--- config.mk ---
export PLATFORM = sky130hd
export DESIGN_NAME = term_io_unit
export DESIGN_NICKNAME = d
export VERILOG_FILES = /design/src/rtl/term_io_pkg.sv /design/src/rtl/tio_kbd_port.sv /design/src/rtl/tio_prn_port.sv /design/src/rtl/tio_ctrl.sv /design/src/rtl/term_io_unit.sv
export SDC_FILE = /design/constraint.sdc
export NUM_CORES = 1
export LEC_CHECK = 0
export CAP_MARGIN = 10
export CELL_PAD_IN_SITES_DETAIL_PLACEMENT = 1
export CELL_PAD_IN_SITES_GLOBAL_PLACEMENT = 1
export CORE_MARGIN = 2
export CORE_UTILIZATION = 26
export DETAILED_ROUTE_END_ITERATION = 10
export GPL_TIMING_DRIVEN = 0
export PLACE_DENSITY_LB_ADDON = 0.3
export SLEW_MARGIN = 40
export SYNTH_ARGS = -nofsm -noshare
export SYNTH_HDL_FRONTEND = slang
export SYNTH_HIERARCHICAL = 1
export SYNTH_SLANG_ARGS = --single-unit
--- constraint.sdc ---
create_clock -name clk -period 1.2 [get_ports clk]
set_clock_uncertainty 0.2 [all_clocks]
set_input_delay 0.12 -clock clk [delete_from_list [all_inputs] [get_ports clk]]
set_output_delay 0.12 -clock clk [all_outputs]
set_load 0.01 [all_outputs]
--- src/rtl/term_io_pkg.sv ---
package term_io_pkg;

    localparam int BYTE_W = 8;
    localparam int OP_W   = 6;

    // positions inside op_bits
    localparam int OP_INP = 5;
    localparam int OP_OUT = 4;
    localparam int OP_SKI = 3;
    localparam int OP_SKO = 2;
    localparam int OP_ION = 1;
    localparam int OP_IOF = 0;

    typedef struct packed {
        logic inp;
        logic out;
        logic ski;
        logic sko;
        logic ion;
        logic iof;
    } io_cmd_t;

    function automatic io_cmd_t decode_cmd(input logic strobe, input logic [OP_W-1:0] bits);
        io_cmd_t c;
        c.inp = strobe & bits[OP_INP];
        c.out = strobe & bits[OP_OUT];
        c.ski = strobe & bits[OP_SKI];
        c.sko = strobe & bits[OP_SKO];
        c.ion = strobe & bits[OP_ION];
        c.iof = strobe & bits[OP_IOF];
        return c;
    endfunction

endpackage

--- src/rtl/tio_kbd_port.sv ---
module tio_kbd_port #(
    parameter int W = 8
) (
    input  logic         clk,
    input  logic         rst,
    input  logic         kbd_valid,
    input  logic [W-1:0] kbd_data,
    input  logic         inp_clr,
    output logic         in_flag,
    output logic [W-1:0] in_byte
);
    logic accept;
    assign accept = kbd_valid && !in_flag && !inp_clr;

    always_ff @(posedge clk) begin
        if (rst) begin
            in_flag <= 1'b0;
            in_byte <= '0;
        end else if (inp_clr) begin
            in_flag <= 1'b0;
        end else if (accept) begin
            in_byte <= kbd_data;
            in_flag <= 1'b1;
        end
    end

    assert_accept_R2: assert property (@(posedge clk) disable iff (rst)
        (kbd_valid && !in_flag && !inp_clr) |=> (in_flag && in_byte == $past(kbd_data)));

    assert_hold_R3: assert property (@(posedge clk) disable iff (rst)
        (in_flag && !inp_clr) |=> (in_flag && $stable(in_byte)));

    assert_inp_clear_R4: assert property (@(posedge clk) disable iff (rst)
        inp_clr |=> !in_flag);
endmodule

--- src/rtl/tio_prn_port.sv ---
module tio_prn_port #(
    parameter int W = 8
) (
    input  logic         clk,
    input  logic         rst,
    input  logic         out_fire,
    input  logic [W-1:0] acc_lo,
    input  logic         prn_done,
    output logic         out_flag,
    output logic [W-1:0] out_byte
);
    always_ff @(posedge clk) begin
        if (rst) begin
            out_flag <= 1'b1;
            out_byte <= '0;
        end else if (out_fire) begin
            out_byte <= acc_lo;
            out_flag <= 1'b0;
        end else if (prn_done) begin
            out_flag <= 1'b1;
        end
    end

    assert_out_load_R5: assert property (@(posedge clk) disable iff (rst)
        out_fire |=> (!out_flag && out_byte == $past(acc_lo)));

    assert_done_sets_R6: assert property (@(posedge clk) disable iff (rst)
        (prn_done && !out_fire) |=> out_flag);
endmodule

--- src/rtl/tio_ctrl.sv ---
module tio_ctrl
    import term_io_pkg::*;
(
    input  logic            clk,
    input  logic            rst,
    input  logic            io_strobe,
    input  logic [OP_W-1:0] op_bits,
    input  logic            in_flag,
    input  logic            out_flag,
    output io_cmd_t         cmd,
    output logic            skip_req,
    output logic            irq
);
    logic ien;

    always_comb cmd = decode_cmd(io_strobe, op_bits);

    always_ff @(posedge clk) begin
        if (rst)          ien <= 1'b0;
        else if (cmd.iof) ien <= 1'b0;
        else if (cmd.ion) ien <= 1'b1;
    end

    always_comb begin
        skip_req = (cmd.ski && in_flag) || (cmd.sko && out_flag);
        irq      = ien && (in_flag || out_flag);
    end

    assert_ien_set_R8: assert property (@(posedge clk) disable iff (rst)
        (io_strobe && op_bits[OP_ION] && !op_bits[OP_IOF]) |=> ien);

    assert_ien_clr_R8: assert property (@(posedge clk) disable iff (rst)
        (io_strobe && op_bits[OP_IOF]) |=> !ien);

    assert_quiet_R10: assert property (@(posedge clk) disable iff (rst)
        !io_strobe |-> (!skip_req && cmd == '0));
endmodule

--- src/rtl/term_io_unit.sv ---
module term_io_unit
    import term_io_pkg::*;
(
    input  logic              clk,
    input  logic              rst,
    input  logic              io_strobe,
    input  logic [OP_W-1:0]   op_bits,
    input  logic [BYTE_W-1:0] acc_lo,
    input  logic              kbd_valid,
    input  logic [BYTE_W-1:0] kbd_data,
    output logic              kbd_ready,
    input  logic              prn_done,
    output logic              prn_valid,
    output logic [BYTE_W-1:0] prn_data,
    output logic              acc_load,
    output logic [BYTE_W-1:0] acc_load_data,
    output logic              skip_req,
    output logic              irq
);
    io_cmd_t           cmd;
    logic              in_flag;
    logic              out_flag;
    logic [BYTE_W-1:0] in_byte;

    tio_ctrl u_ctrl (
        .clk(clk), .rst(rst), .io_strobe(io_strobe), .op_bits(op_bits),
        .in_flag(in_flag), .out_flag(out_flag), .cmd(cmd),
        .skip_req(skip_req), .irq(irq)
    );

    tio_kbd_port #(.W(BYTE_W)) u_kbd (
        .clk(clk), .rst(rst), .kbd_valid(kbd_valid), .kbd_data(kbd_data),
        .inp_clr(cmd.inp), .in_flag(in_flag), .in_byte(in_byte)
    );

    tio_prn_port #(.W(BYTE_W)) u_prn (
        .clk(clk), .rst(rst), .out_fire(cmd.out), .acc_lo(acc_lo),
        .prn_done(prn_done), .out_flag(out_flag), .out_byte(prn_data)
    );

    assign kbd_ready     = !in_flag;
    assign prn_valid     = !out_flag;
    assign acc_load      = cmd.inp;
    assign acc_load_data = in_byte;

    assert_skip_strobe_R7: assert property (@(posedge clk) disable iff (rst)
        skip_req |-> io_strobe);
endmodule

==> run metrics <==
run status complete, but fails checks; failing checks setup timing; Lkg Pwr 0.591 nW; fin crit share 1.09; vias post-DR 731; CTS Hold Bufs 0; WL/cell 12.3 um; TritonRoute pass-1 iters 2; P_sw 0.313 mW; chip height 59.6 um; clk root buf clkbuf_4; TritonCTS clock tree built; diode count 0; Final Cell Area 1330 um2; cts bufs inserted 3; Sw Ratio 0.242; Gate power share 0.224; Max Freq 0.762 GHz; first-pass GRT wire length 3160 um; IO buf count 47; startpoint types flip-flop; Power Dens Cells 976 nW/um2; Avg Synthesized Cell Area 10.3 um2; Crit. End Element flip-flop; CP max FO 8; Fin Setup TNS -787 ps; gr usage total 0.119; worst skew pair latency 280 ps; most frequent cells in the layout clkdlybuf4s50_1 (24), buf_2 (18), nand2b_1 (16), mux2i_1 (16), dfxtp_2 (15); vias in the first global route 779; Clk network pwr share 0.241; dpl hpwl 1570 um; max-cap viol count 0; Cell Int Power 0.982 mW; HP Class primary input to flip-flop; Reg power frac 0.534; Syn Nets 105; dpl cell area 1320 um2; Setup-failing EPs final 11; Initial Utilization 0.267; core box area 3000 um2; synth warn 6; First DRT Iteration DRCs 3; Overall Power 1.30 mW; commonest non-fill, non-tap cell in the layout clkdlybuf4s50_1; Final GP Congestion 0.682; layout cells sized above 1 0.414; GRT overflow 0; die width 59.6 um; Final Hold Viols 0; IO Pins 48; Critical Path AT 1320 ps; Die Area 3550 um2; vias per std cell 4.40; Slew Limit Fails 0; antenna viol nets, final 0; CP required 1210 ps; Slew Limit Headroom 0.782; Reg clk slew, reported paths 100 ps; Tmin final 1310 ps; Final Util 0.442; synthesis-to-layout area growth 65.3%; Final nets 161; clk sink count 19; VDD IR max 0.000548 V; synthesized cell area 803 um2; H-tree levels 1; clock buffer depth 2; # DRC 0; # rows 20; initial antenna violation count 0; Worst-Margin Slew 326 ps; pre-CTS WS -551 ps; final wirelength 2050 um; critical path type flip-flop to flip-flop; largest net degree at the start of global routing 11; PnR worst setup slack -113 ps; RSZ-0062 raised after global routing true; Syn Inst Count 78
[worst paths after layout]
kind	startpoint	endpoint	slack (ps)	depth (start not counted)
setup / recovery	u_kbd/in_flag	u_kbd/in_byte[4]	-110	4
hold / removal	rst	u_ctrl/ien	20	2
setup reg to reg	u_kbd/in_flag	u_kbd/in_byte[4]	-110	4
hold reg to reg	u_kbd/in_byte[1]	u_kbd/in_byte[1]	280	2
[power by group through the flow]
stage	Clock (mW)	Combinational, mW	Sequential (mW)
2_1_floorplan	0	0.110	0.714
4_1_cts	0.331	0.299	0.692
3_5_place_dp	0	0.309	0.704
5_1_grt	0.365	0.314	0.698
6_report	0.313	0.291	0.692
3_3_place_gp	0	0.303	0.701
[flip-flops by register name, summed over array words and instances (netlist names)]
name and cells:
u_prn/out_flag 1, u_ctrl/ien 1, u_kbd/in_flag 1, u_prn/out_byte 8, u_kbd/in_byte 8
[final cells by class]
class / count / area, um2
multi-input combinational: 53 / 388
tap: 33 / 41.3
sequential: 19 / 403
inverter: 2 / 7.51
fill: 347 / 1680
buffer: 4 / 32.5
timing repair buffer: 51 / 429
clock buffer: 4 / 26.3
[worst max-delay path, cell delays in order (launching register included)]
cell and delay [ps]:
dfxtp_4 370, buf_6 110, nor3b_2 160, buf_6 180, mux2i_1 210
[through the flow]
step           hold WS [ps]  cells
6_report               20.6    166
5_1_grt                48.0    166
3_5_place_dp            275    158
2_1_floorplan         -10.5     78
3_3_place_gp            259    158
4_1_cts                 138    163
[per-layer routing]
| layer | vias up | GRT usage | share of wire |
|---|---|---|---|
| met5 | - | 0 | 0 |
| met4 | 0 | 0.0571 | 0.012 |
| met3 | 2 | 0.0153 | 0.048 |
| met2 | 22 | 0.220 | 0.54 |
| met1 | 343 | 0.133 | 0.40 |
| li1 | 364 | - | - |
[what timing repair did]
action                     in CTS  in global routing
pin swaps                       2                  1
resized for setup              79                 27
setup endpoints to repair      37                 29
buffers inserted                1                  3
Note: power is estimated with default switching activity, not from simulation.
